===== src/rtl/chg_seq_pkg.sv =====
package chg_seq_pkg;

  typedef enum logic [2:0] {
    ST_OFF   = 3'd0,
    ST_INIT  = 3'd1,
    ST_DFLT  = 3'd2,
    ST_IDLE  = 3'd3,
    ST_RUN   = 3'd4,
    ST_RETRY = 3'd5
  } seq_state_e;

  // Load switch may conduct only in these states
  function automatic logic switch_closed(seq_state_e s);
    return (s == ST_IDLE) || (s == ST_RUN);
  endfunction

  // Grant of a voltage/current change request
  function automatic logic req_grant(seq_state_e s, logic det, logic req);
    return (s == ST_RUN) && det && req;
  endfunction

endpackage


===== src/rtl/chg_run_timer.sv =====
// Counts consecutive edges with en && level; done on the LIMIT-th one.
module chg_run_timer #(
  parameter int LIMIT = 256
) (
  input  logic clk,
  input  logic rst_n,
  input  logic en,
  input  logic level,
  output logic done
);
  localparam int CW = (LIMIT > 1) ? $clog2(LIMIT + 1) : 1;
  localparam logic [CW-1:0] LAST = CW'(LIMIT - 1);

  logic [CW-1:0] cnt;
  logic          qualify;

  assign qualify = en && level;
  assign done    = qualify && (cnt == LAST);

  always_ff @(posedge clk) begin
    if (!rst_n || !qualify || done) cnt <= '0;
    else                            cnt <= cnt + 1'b1;
  end
endmodule


===== src/rtl/chg_sink_ctrl.sv =====
// Hysteresis-free overshoot sink: follows the comparator, one register stage.
module chg_sink_ctrl (
  input  logic clk,
  input  logic rst_n,
  input  logic supply_ok,
  input  logic vcc_over,
  output logic sink_en
);
  always_ff @(posedge clk) begin
    if (!rst_n) sink_en <= 1'b0;
    else        sink_en <= supply_ok && vcc_over;
  end
endmodule


===== src/rtl/chg_seq_fsm.sv =====
module chg_seq_fsm
  import chg_seq_pkg::*;
(
  input  logic       clk,
  input  logic       rst_n,
  input  logic       supply_ok,
  input  logic       dflt_done,
  input  logic       stable_done,
  input  logic       attach,
  input  logic       restart_done,
  output seq_state_e state,
  output logic       init_pulse
);
  seq_state_e nxt;

  always_comb begin
    nxt = state;
    unique case (state)
      ST_OFF:   if (supply_ok) nxt = ST_INIT;
      ST_INIT:  if (!supply_ok) nxt = ST_OFF;   else if (dflt_done)   nxt = ST_DFLT;
      ST_DFLT:  if (!supply_ok) nxt = ST_OFF;   else if (stable_done) nxt = ST_IDLE;
      ST_IDLE:  if (!supply_ok) nxt = ST_RETRY; else if (attach)      nxt = ST_RUN;
      ST_RUN:   if (!supply_ok) nxt = ST_RETRY;
      ST_RETRY: if (restart_done) nxt = ST_INIT;
      default:  nxt = ST_OFF;
    endcase
  end

  always_ff @(posedge clk) begin
    if (!rst_n) begin
      state      <= ST_OFF;
      init_pulse <= 1'b0;
    end else begin
      state      <= nxt;
      init_pulse <= (nxt == ST_INIT) && (state != ST_INIT);
    end
  end
endmodule


===== src/rtl/chg_startup_seq.sv =====
module chg_startup_seq
  import chg_seq_pkg::*;
#(
  parameter int DEB_CYC     = 256,
  parameter int RESTART_CYC = 1000000
) (
  input  logic       clk,
  input  logic       rst_n,
  input  logic       supply_ok,
  input  logic       vcc_over,
  input  logic       out_stable,
  input  logic       cc1_low,
  input  logic       cc2_low,
  input  logic       dflt_done,
  input  logic       proto_det,
  input  logic       chg_req,
  output logic       load_sw_en,
  output logic       sink_en,
  output logic       init_pulse,
  output logic       low_pwr,
  output logic       proto_en,
  output logic       req_accept,
  output logic [2:0] state_o
);
  seq_state_e state;
  logic       stable_done;
  logic       restart_done;
  logic       attach;
  logic       in_dflt;
  logic       in_retry;

  assign attach   = cc1_low || cc2_low;
  assign in_dflt  = (state == ST_DFLT);
  assign in_retry = (state == ST_RETRY);

  chg_run_timer #(.LIMIT(DEB_CYC)) stable_tmr_i (
    .clk(clk), .rst_n(rst_n), .en(in_dflt), .level(out_stable), .done(stable_done)
  );

  chg_run_timer #(.LIMIT(RESTART_CYC)) restart_tmr_i (
    .clk(clk), .rst_n(rst_n), .en(in_retry), .level(supply_ok), .done(restart_done)
  );

  chg_seq_fsm fsm_i (
    .clk(clk), .rst_n(rst_n), .supply_ok(supply_ok), .dflt_done(dflt_done),
    .stable_done(stable_done), .attach(attach), .restart_done(restart_done),
    .state(state), .init_pulse(init_pulse)
  );

  chg_sink_ctrl sink_i (
    .clk(clk), .rst_n(rst_n), .supply_ok(supply_ok), .vcc_over(vcc_over), .sink_en(sink_en)
  );

  // Switch opens combinationally the moment the supply collapses
  assign load_sw_en = switch_closed(state) && supply_ok;
  assign low_pwr    = (state == ST_IDLE);
  assign proto_en   = (state == ST_RUN);
  assign req_accept = req_grant(state, proto_det, chg_req);
  assign state_o    = state;
endmodule


===== config.mk =====
export PLATFORM = sky130hd
export DESIGN_NAME = chg_startup_seq
export DESIGN_NICKNAME = d
export VERILOG_FILES = /design/src/rtl/chg_seq_pkg.sv /design/src/rtl/chg_run_timer.sv /design/src/rtl/chg_sink_ctrl.sv /design/src/rtl/chg_seq_fsm.sv /design/src/rtl/chg_startup_seq.sv
export SDC_FILE = /design/constraint.sdc
export NUM_CORES = 1
export LEC_CHECK = 0
export ABC_CLOCK_PERIOD_IN_PS = 1700
export CORE_MARGIN = 5
export CORE_UTILIZATION = 49
export DETAILED_ROUTE_END_ITERATION = 8
export HOLD_SLACK_MARGIN = 0.12
export PLACE_DENSITY = 0.74
export SLEW_MARGIN = 20
export SYNTH_ARGS = -nofsm -noshare
export SYNTH_HDL_FRONTEND = slang
export SYNTH_HIERARCHICAL = 1
export SYNTH_SLANG_ARGS = --single-unit

===== constraint.sdc =====
create_clock -name clk -period 1.7 [get_ports clk]
set_input_delay 0.425 -clock clk [delete_from_list [all_inputs] [get_ports clk]]
set_output_delay 0.425 -clock clk [all_outputs]
set_load 0.01 [all_outputs]

==> reports/results.txt, run 1 <==
Status = finished clean
Placed Instances = 273
DR vias = 1522
Final ANT Viol Nets = 0
P_sw = 295 uW
Clk Latency, worst-skew pair = 0.33 ns
Hold Crit Class = flip-flop to flip-flop
Die X = 67.7 um
CTS Sinks = 34
Layout cells sized above 1 = 0.331
Die footprint = 0.00459 mm2
Critical path launch point type = flip-flop
Post-synth EDFFs = 0
Fin Clk Skew = 0.0126 ns
Maximum VDD drop = 0.000527 V
Core area = 0.00328 mm2
Post-synthesis mux area share = 0
Combinational family with the most area after synthesis = simple AND/OR/NAND/NOR gates
Top FF cell, synth = dfxtp_1
Post-Route WL = 3770 um
Clock-pin transition on the worst setup and hold timing paths = 0.11 ns
Synth top area share = 0.417
CP endpoint kind = flip-flop
Sw frac = 0.221
Fraction of registers with async set/reset = 0
Top area cells in the synthesized netlist = dfxtp_1, nor2_1, xnor2_1, nand3_1, a21oi_1
Synthesized area = 0.00163 mm2
Global Route Usage Sum = 0.185
Max FO, Critical Path = 4
CTS tree = built
Cell taking the most area after synthesis = dfxtp_1
Drt drc = 0
Max Clk Rate = 0.590 GHz
Final Core Density = 0.682
Final hold vios = 0
ANT cells = 0
First-pass GRT wire length = 6520 um
Row count = 21
Htree depth = 2
Vias in the first global route = 1501
Die Ht = 67.7 um
Largest net degree at the start of global routing = 21
Final setup vio count = 0
Final setup TNS = 0 ns
Detail Placement HPWL = 2790 um
Gr ovfl total = 0
Root buffer cell = clkbuf_4
Routability cong. = 0.813
Synth Area in Compound Gates = 0.102
Syn nets = 199
RSZ-0062 raised after global routing = yes
Cell with the most instances after synthesis = dfxtp_1
Vias per cell = 5.34
Fill count = 278
Fin crit period = 1.69 ns
CP arrival = 1.97 ns
Combinational Power Share = 0.052
Final Cycle Share = 0.997
Critical path class = flip-flop to flip-flop
Area growth, synth to finish = 37.0%
Reg power frac = 0.602
LEAKAGE = 0.798 nW
Maxcap violations = 0
Area share of xor/xnor cells in the synthesized design = 0.0804
Placed Area = 0.00208 mm2
Max-slew headroom = 0.782
DR WL/cell = 13.2 um
Power Dens Cells = 597 mW/mm2
Final nets = 251
Synth warn = 6
Max Root-Sink Buffers = 2
Clock share of power = 0.346
Initial antenna violation count = 0
I/O Buffers = 18
Max Transition Viols Final = 0
Post-Syn Instances = 186
DRT Pass-1 Iters = 4
CP Data Required Time = 1.98 ns
Post-Synth Simple-Gate Area = 0.349
Post-Layout Cell Count = 285
Synth cell types = 43
Flops & latches, synth = 34
DRT iter0 DRCs = 92
Top post-synthesis cells by count = dfxtp_1, nor2_1, nand3_1
Layout Cell Area excl Fill = 0.00224 mm2
Worst Tran Pin Value = 0.324 ns
Sequential element share of the synthesized area = 0.417
I/O pins = 19
Cts bufs inserted = 5
Initial Utilization = 0.498
Syn_area_per_cell = 8.79 um2
Adder-cell area share of the yosys netlist = 0.0230
P_int = 1.04 mW
-- worst max-delay path, stage by stage, from the launching register on --
cell and delay (ns):
dfxtp_2 0.36, ha_4 0.15, nand4_1 0.15, or4_4 0.53
or3_4 0.34, a21oi_2 0.13
-- cells in the final DEF, fill, tap and decap left out, types with 3 or more instances in the layout --
cell type and instances:
a21oi_1 10, and2b_1 3, and3_1 7, buf_4 30, clkbuf_4 5, clkdlybuf4s50_1 11
dfxtp_1 22, dfxtp_2 12, dlygate4sd2_1 4, inv_1 9, nand2_1 7, nand3_1 11
nand4_1 7, nand4b_1 3, nor2_1 25, nor3_1 3, o21ai_0 7, or3_1 3
or3_4 3, xnor2_1 10, xor2_1 5
-- area by class of cell --
type | count | area, um2 | area share
sequential | 34 | 696 | 0.311
clock inverter | 1 | 5.00 | 0.00224
clock buffer | 7 | 55.1 | 0.0246
inverter | 9 | 33.8 | 0.0151
timing repair buffer | 48 | 400 | 0.179
tap | 46 | 57.6 | 0.0257
multi-input combinational | 140 | 991 | 0.443
-- power by group through the flow --
stage,registers [mW],clock network (mW),logic [mW]
after floorplan,0.828,0,0.0179
after global placement,0.822,0,0.0668
after detailed placement,0.823,0,0.0692
after CTS,0.805,0.480,0.0684
after global routing,0.806,0.506,0.0751
final,0.805,0.463,0.0696
-- kinds of logic (layout without fill, tap and decap cells) --
family | after synthesis | after routing
buffers and inverters | 12 | 65
DFF | 34 | 34
and+or+nand+nor | 95 | 95
adders and majority gates | 3 | 3
xor gates and xnor gates | 15 | 15
AOI/OAI and AO/OA | 27 | 27
-- through the flow --
stage          worst slack [ns]  power, mW  hold WS, ns
6_report                0.00554       1.34        0.486
5_1_grt                 -0.0546       1.39        0.526
4_1_cts                0.000686       1.35        0.492
3_5_place_dp             -0.289      0.892        0.477
3_3_place_gp             -0.266      0.889        0.457
2_1_floorplan           0.00919      0.846        0.403
-- flip-flops by register name, indices dropped and copies added, names as in the netlist --
name / flops
restart_tmr_i/cnt: 20
sink_i/sink_en: 1
fsm_i/state: 3
fsm_i/init_pulse: 1
stable_tmr_i/cnt: 9
-- timing repair --
item                                    CTS  global route
pin swaps                                 4            10
setup buffers                             1             3
hold buffers                              0             0
endpoints found under the setup margin    9            23
resized for setup                        24            15
-- metal layers --
metal | up-vias | part of all wire | track usage
met2 | 26 | 0.53 | 0.328
met5 | - | 0 | 0
met4 | 0 | 0.011 | 0.0557
met3 | 5 | 0.033 | 0.0532
met1 | 722 | 0.42 | 0.214
li1 | 769 | - | -
-- final timing paths --
| check | from | end | slack [ns] | cells past startpoint |
|---|---|---|---|---|
| setup / recovery | restart_tmr_i/cnt[0]$_SDFF_PP0_ | restart_tmr_i/cnt[16]$_SDFF_PP0_ | 0.006 | 5 |
| hold / removal | restart_tmr_i/cnt[18]$_SDFF_PP0_ | restart_tmr_i/cnt[18]$_SDFF_PP0_ | 0.49 | 2 |
| setup reg to reg | restart_tmr_i/cnt[0]$_SDFF_PP0_ | restart_tmr_i/cnt[16]$_SDFF_PP0_ | 0.006 | 5 |
| hold reg to reg | restart_tmr_i/cnt[18]$_SDFF_PP0_ | restart_tmr_i/cnt[18]$_SDFF_PP0_ | 0.49 | 2 |
(Power assumes the default switching activity.)
==> run 2: changes to the inputs <==
--- a/config.mk
+++ b/config.mk
@@ -8,6 +8,7 @@
 export ABC_CLOCK_PERIOD_IN_PS = 1700
 export CORE_MARGIN = 5
 export CORE_UTILIZATION = 49
+export CTS_CLUSTER_SIZE = 28
 export DETAILED_ROUTE_END_ITERATION = 8
 export HOLD_SLACK_MARGIN = 0.12
 export PLACE_DENSITY = 0.74
==> results of run 2 <==
Same layout as run 1: the final DEF is identical, and so are final timing and power.
